[config.mk]
export PLATFORM = sky130hd
export DESIGN_NAME = dma_csr_regs
export DESIGN_NICKNAME = d
export VERILOG_FILES = /design/src/rtl/dcsr_pkg.sv /design/src/rtl/dcsr_rst_seq.sv /design/src/rtl/dcsr_flags.sv /design/src/rtl/dma_csr_regs.sv
export SDC_FILE = /design/constraint.sdc
export NUM_CORES = 1
export LEC_CHECK = 0
export BUFFER_PORTS_ARGS = -buffer_cell sky130_fd_sc_hd__buf_2
export CORE_MARGIN = 10
export CORE_UTILIZATION = 36
export DETAILED_ROUTE_END_ITERATION = 10
export PLACE_DENSITY = 0.86
export SETUP_SLACK_MARGIN = 0.02
export SLEW_MARGIN = 25
export SYNTH_ARGS = -nofsm -noshare
export SYNTH_HDL_FRONTEND = slang
export SYNTH_SLANG_ARGS = --single-unit
[constraint.sdc]
create_clock -name clk -period 2.1 [get_ports clk]
set_input_delay 0.315 -clock clk [delete_from_list [all_inputs] [get_ports clk]]
set_output_delay 0.315 -clock clk [all_outputs]
set_load 0.05 [all_outputs]
[src/rtl/dcsr_pkg.sv]
package dcsr_pkg;
    typedef enum logic [0:0] {
        RST_IDLE   = 1'b0,
        RST_ACTIVE = 1'b1
    } rst_state_e;

    // word index = byte offset / 4
    localparam int unsigned W_STATUS  = 0;
    localparam int unsigned W_CONTROL = 1;
    localparam int unsigned W_LEVELS  = 2;
    localparam int unsigned W_RESP    = 3;
    localparam int unsigned W_SEQ     = 4;

    localparam int unsigned CTL_W = 6;

    typedef struct packed {
        logic halt_desc;   // bit 5
        logic irq_en;      // bit 4
        logic early_en;    // bit 3
        logic err_en;      // bit 2
        logic rst_req;     // bit 1
        logic stop;        // bit 0
    } ctl_t;
endpackage

[src/rtl/dcsr_rst_seq.sv]
module dcsr_rst_seq
    import dcsr_pkg::*;
#(
    parameter int unsigned CYCLES = 16
) (
    input  logic clk,
    input  logic rst_n,
    input  logic start,
    output logic active,
    output logic finish
);
    localparam int unsigned CW = $clog2(CYCLES + 1);

    rst_state_e     state_q, state_d;
    logic [CW-1:0]  cnt_q, cnt_d;

    always_ff @(posedge clk or negedge rst_n) begin
        if (!rst_n) begin
            state_q <= RST_IDLE;
            cnt_q   <= '0;
        end else begin
            state_q <= state_d;
            cnt_q   <= cnt_d;
        end
    end

    always_comb begin
        state_d = state_q;
        cnt_d   = cnt_q;
        unique case (state_q)
            RST_IDLE: begin
                if (start) begin          // START
                    state_d = RST_ACTIVE;
                    cnt_d   = CW'(CYCLES - 1);
                end
            end
            RST_ACTIVE: begin
                if (cnt_q == '0) begin    // FINISH
                    state_d = RST_IDLE;
                end else begin
                    cnt_d = cnt_q - 1'b1;
                end
            end
            default: state_d = RST_IDLE;
        endcase
    end

    always_comb begin
        active = (state_q == RST_ACTIVE);
        finish = (state_q == RST_ACTIVE) && (cnt_q == '0);
    end


    rst_cnt_bound_chk: assert property (@(posedge clk) disable iff (!rst_n)
        active |-> (cnt_q < CW'(CYCLES)));


    rst_exit_chk: assert property (@(posedge clk) disable iff (!rst_n)
        (active && !finish) |=> active);
endmodule

[src/rtl/dcsr_flags.sv]
module dcsr_flags (
    input  logic clk,
    input  logic rst_n,
    input  logic hold,
    input  logic wipe,
    input  logic done_p,
    input  logic err_p,
    input  logic early_p,
    input  logic err_en,
    input  logic early_en,
    input  logic clr_irq,
    input  logic clr_err,
    input  logic clr_early,
    output logic irq_flag,
    output logic halt_err,
    output logic halt_early
);
    always_ff @(posedge clk or negedge rst_n) begin
        if (!rst_n) begin
            irq_flag   <= 1'b0;
            halt_err   <= 1'b0;
            halt_early <= 1'b0;
        end else if (wipe) begin
            irq_flag   <= 1'b0;
            halt_err   <= 1'b0;
            halt_early <= 1'b0;
        end else if (!hold) begin
            if (done_p || err_p || early_p) irq_flag <= 1'b1;
            else if (clr_irq)               irq_flag <= 1'b0;
            if (err_p && err_en)            halt_err <= 1'b1;
            else if (clr_err)               halt_err <= 1'b0;
            if (early_p && early_en)        halt_early <= 1'b1;
            else if (clr_early)             halt_early <= 1'b0;
        end
    end


    irq_set_chk: assert property (@(posedge clk) disable iff (!rst_n)
        (!hold && (done_p || err_p || early_p)) |=> irq_flag);


    err_latch_chk: assert property (@(posedge clk) disable iff (!rst_n)
        (!hold && err_p && err_en) |=> halt_err);


    early_latch_chk: assert property (@(posedge clk) disable iff (!rst_n)
        (!hold && early_p && early_en) |=> halt_early);


    hold_frozen_chk: assert property (@(posedge clk) disable iff (!rst_n)
        (hold && !wipe) |=> $stable({irq_flag, halt_err, halt_early}));
endmodule

[src/rtl/dma_csr_regs.sv]
module dma_csr_regs
    import dcsr_pkg::*;
#(
    parameter int unsigned ADDR_W     = 5,
    parameter int unsigned DATA_W     = 32,
    parameter int unsigned LVL_W      = 16,
    parameter int unsigned RST_CYCLES = 16
) (
    input  logic              clk,
    input  logic              rst_n,
    input  logic              reg_wr,
    input  logic [ADDR_W-1:0] reg_addr,
    input  logic [DATA_W-1:0] reg_wdata,
    output logic [DATA_W-1:0] reg_rdata,
    input  logic              eng_busy,
    input  logic              desc_empty,
    input  logic              desc_full,
    input  logic              resp_empty,
    input  logic              resp_full,
    input  logic              done_pulse,
    input  logic              err_pulse,
    input  logic              early_pulse,
    input  logic [LVL_W-1:0]  rd_fill,
    input  logic [LVL_W-1:0]  wr_fill,
    input  logic [LVL_W-1:0]  resp_fill,
    input  logic [LVL_W-1:0]  rd_seq,
    input  logic [LVL_W-1:0]  wr_seq,
    output logic              eng_stop,
    output logic              eng_reset,
    output logic              eng_halt_err_en,
    output logic              eng_halt_early_en,
    output logic              eng_halt_desc,
    output logic              irq
);
    localparam int unsigned WA_W   = ADDR_W - 2;
    localparam int unsigned STAT_W = 10;

    logic [WA_W-1:0] word;
    logic            wr_ctl, wr_stat, rst_active, rst_finish;
    logic            irq_flag, halt_err, halt_early, stopped;
    ctl_t            ctl_q;
    logic [STAT_W-1:0] stat_vec;

    assign word    = reg_addr[ADDR_W-1:2];
    assign wr_ctl  = reg_wr && (word == WA_W'(W_CONTROL)) && !rst_active;
    assign wr_stat = reg_wr && (word == WA_W'(W_STATUS));

    dcsr_rst_seq #(.CYCLES(RST_CYCLES)) u_rst_seq (
        .clk    (clk),
        .rst_n  (rst_n),
        .start  (wr_ctl && reg_wdata[1]),
        .active (rst_active),
        .finish (rst_finish)
    );

    always_ff @(posedge clk or negedge rst_n) begin
        if (!rst_n)          ctl_q <= '0;
        else if (rst_finish) ctl_q <= '0;
        else if (wr_ctl)     ctl_q <= ctl_t'(reg_wdata[CTL_W-1:0]);
    end

    dcsr_flags u_flags (
        .clk        (clk),
        .rst_n      (rst_n),
        .hold       (rst_active),
        .wipe       (rst_finish),
        .done_p     (done_pulse),
        .err_p      (err_pulse),
        .early_p    (early_pulse),
        .err_en     (ctl_q.err_en),
        .early_en   (ctl_q.early_en),
        .clr_irq    (wr_stat && reg_wdata[9]),
        .clr_err    (wr_stat && reg_wdata[7]),
        .clr_early  (wr_stat && reg_wdata[8]),
        .irq_flag   (irq_flag),
        .halt_err   (halt_err),
        .halt_early (halt_early)
    );

    assign stopped  = ctl_q.stop || halt_err || halt_early;
    assign stat_vec = {irq_flag, halt_early, halt_err, rst_active, stopped,
                       resp_full, resp_empty, desc_full, desc_empty, eng_busy};

    always_comb begin
        reg_rdata = '0;
        case (word)
            WA_W'(W_STATUS):  reg_rdata = DATA_W'(stat_vec);
            WA_W'(W_CONTROL): reg_rdata = DATA_W'(ctl_q);
            WA_W'(W_LEVELS):  reg_rdata = DATA_W'({wr_fill, rd_fill});
            WA_W'(W_RESP):    reg_rdata = DATA_W'(resp_fill);
            WA_W'(W_SEQ):     reg_rdata = DATA_W'({wr_seq, rd_seq});
            default:          reg_rdata = '0;
        endcase
    end

    assign eng_stop          = stopped;
    assign eng_reset         = rst_active;
    assign eng_halt_err_en   = ctl_q.err_en;
    assign eng_halt_early_en = ctl_q.early_en;
    assign eng_halt_desc     = ctl_q.halt_desc;
    assign irq               = irq_flag && ctl_q.irq_en;


    ctl_frozen_chk: assert property (@(posedge clk) disable iff (!rst_n)
        (rst_active && !rst_finish) |=> $stable(ctl_q));


    ctl_zero_after_rst_chk: assert property (@(posedge clk) disable iff (!rst_n)
        rst_finish |=> (ctl_q == '0 && !eng_reset));


    stop_held_chk: assert property (@(posedge clk) disable iff (!rst_n)
        (halt_err && !rst_active && !(wr_stat && reg_wdata[7])) |=> eng_stop);
endmodule

==> results.json <==
{
  "outcome": "completed",
  "synth_top_cell_by_area": "dfrtp_1",
  "slew_viol_final": 0,
  "synth_area_per_cell_um2": 9.10,
  "worst_slack_ps": 144,
  "num_rows": 22,
  "core_um2": 3740,
  "met2_usage_pct": 29.3,
  "cts_tree": "yes",
  "cap_violations": 0,
  "wl_mm": 6.49,
  "ys_ff_latch": 15,
  "vias": 1911,
  "first_global_vias": 2047,
  "grt-busiest-layer": "met2",
  "syn_to_final_growth_pct": 58.9,
  "synth_ff_type": "dfrtp_1",
  "ir_worst_vdd_mv": 0.787,
  "port_buffers": 140,
  "r2r_end": "ctl_q[4]",
  "hold_violations": 0,
  "utilization_pct": 60.3,
  "worstPathCellList": "or3_1 -> mux2i_1 -> o311ai_2 -> buf_2",
  "cp_top_family": "flip-flops",
  "start_kind": "flop",
  "timing.rr.start": "u_rst_seq.cnt_q[0]",
  "synth_top_area_share_pct": 26.4,
  "vias_per_cell": 5.57,
  "met3_usage_pct": 4.49,
  "dp_cells": 338,
  "path_buf_inv": 1,
  "drive_above_1_share_pct": 56.6,
  "tightest_slew_ps": 628,
  "die_h_um": 82.8,
  "clk_path_buf_depth": 2,
  "criticalPathCategory": "reg -> out",
  "synth_edf_count": 0,
  "fin_cells": 343,
  "first_iter_violations": 90,
  "synth_mux_area_share_pct": 11.8,
  "met1_usage_pct": 20.7,
  "grt_max_degree": 28,
  "regToRegSetupSlack_ps": 340,
  "worst_r2r_path_depth": 5,
  "antenna_cells": 0,
  "end_kind": "output port",
  "cp.arrival_ps": 1640,
  "power_density_nw_per_um2": 840,
  "syn_area_um2": 1420,
  "cts_htree_levels": 1,
  "synth_top_family_by_area": "compound AO/OA/AOI/OAI gates",
  "fmax_ghz": 0.511,
  "path_max_fanout": 3,
  "power_mw": 1.90,
  "finalSetupViolCount": 0,
  "dpl.hpwl_mm": 5.33,
  "slew_headroom_pct": 58.2,
  "period_share_pct": 93.1,
  "floorplan.initialDensity_pct": 37.9,
  "firstDrtPassIters": 4,
  "rsz0062_at_grt": "no",
  "place_congestion": 0.819,
  "skew_ps": 8.03,
  "cts_num_sinks": 15,
  "clk_pin_slew_ps": 70,
  "synth_async_sr_flop_share_pct": 100,
  "cts_inserted_buffers": 3,
  "layout_commonest_cell": "buf_2",
  "ys_types": 35,
  "synth_fa_ha_area_share_pct": 0.881,
  "yosys_warnings": 0,
  "min_delay_path_depth": 2,
  "clockRootBuffer": "clkbuf_8",
  "mostFrequentLayoutCells": "buf_2 (140), a22oi_1 (28), nor2_1 (18), dfrtp_1 (15), mux2i_1 (10)",
  "power_leakage_nw": 1.20,
  "worst_ep_required_time_ps": 1780,
  "final_nets": 425,
  "syn_nets": 285,
  "synth_area_leaders": "dfrtp_1 (26%), a22oi_1 (15%), mux2i_1 (7.0%)",
  "synth_xor_area_share_pct": 1.23,
  "synthSimpleGateAreaFrac_pct": 13.8,
  "antenna_found_initial": 0,
  "grt_usage_pct": 17.2,
  "setup-tns-final_ps": 0,
  "synth_compound_area_share_pct": 38.4,
  "min_to": "u_rst_seq.cnt_q[4]",
  "cp_slowest_cell": "dfrtp_1",
  "wl_per_cell_um": 18.9,
  "synthCells": 156,
  "fin_crit_ps": 1960,
  "io_pins": 166,
  "remaining_drc_errors": 0,
  "worstHoldStart": "reg_wdata[1]",
  "ant_nets": 0,
  "grt_pass1_wl_mm": 10.2,
  "gr-total-overflow": 0,
  "die_w_um": 82.8,
  "yosysSeqAreaShare_pct": 26.4,
  "cts_setup_buffers": 0,
  "cts_resized": 0,
  "die_area_um2": 6860,
  "cp_slowest_stage_delay_ps": 420,
  "preCtsSetupSlack_ps": 231,
  "insertion_delay_ps": 260,
  "min_path_type": "in -> reg"
}
power breakdown:
part           switching (mW)  internal (mW)
Combinational           0.669          0.421
Sequential              0.154          0.406
Clock                   0.111          0.134
Total                   0.934          0.962
metrics by stage:
stage               hold WS, ps  area [um^2]
global route                272         2260
floorplan                  19.4         1430
CTS                         258         2260
global placement            230         2200
detailed placement          231         2200
finish                      274         2260
flip-flops by register name (all words and copies together) (netlist names):
signal	count
u_flags.irq_flag	1
u_rst_seq.active	1
u_rst_seq.cnt_q	5
eng_halt_desc	1
u_flags.halt_early	1
eng_halt_early_en	1
eng_halt_err_en	1
u_flags.halt_err	1
ctl_q	3
logic make-up after synthesis:
group	Yosys count
compound gates	67
simple gates	34
buf+inv	21
mux	16
flops	15
xor+xnor	2
fa+ha+maj	1
synth_stat cells, types with 2 or more instances:
master / n
nor3_1: 2
dfrtp_1: 15
clkbuf_1: 4
o2bb2ai_1: 10
xnor2_1: 2
buf_2: 5
nor2b_1: 3
mux2i_1: 10
a32oi_1: 3
a2bb2oi_1: 7
buf_4: 5
a32o_1: 2
a22oi_1: 28
mux2_2: 6
nor2_1: 18
o22ai_1: 5
and2_1: 2
inv_1: 6
a22o_1: 6
nand2b_1: 2
cell type report:
type / count / area [um^2]
clock inverters: 1 / 7.51
well taps: 48 / 60.1
inverters: 6 / 22.5
flip-flops and latches: 15 / 375
fillers: 335 / 1490
clock buffers: 3 / 41.3
repair buffers: 150 / 791
multi-input cells: 120 / 958
timing repair:
action / CTS / global route
endpoints found under the setup margin: 0 / 0
hold endpoints to repair: 15 / 0
hold buffers: 1 / 0
layer usage:
metal / wire (um) / share of wire [%]
met1: 2770 / 43
met5: 0 / 0
met4: 94 / 1.4
met3: 481 / 7.4
met2: 3150 / 48
how the worst max path moves through the flow:
| stage | end | cells after the start | start |
|---|---|---|---|
| finish | reg_rdata[5] | 4 | u_flags.halt_err |
| global route | reg_rdata[5] | 4 | ctl_q[0] |
| CTS | reg_rdata[5] | 4 | ctl_q[0] |
| detailed placement | reg_rdata[5] | 6 | reg_addr[4] |
| global placement | reg_rdata[5] | 6 | reg_addr[4] |
| floorplan | reg_rdata[5] | 3 | u_flags.halt_err |
Note: power is estimated with default switching activity, not from simulation.
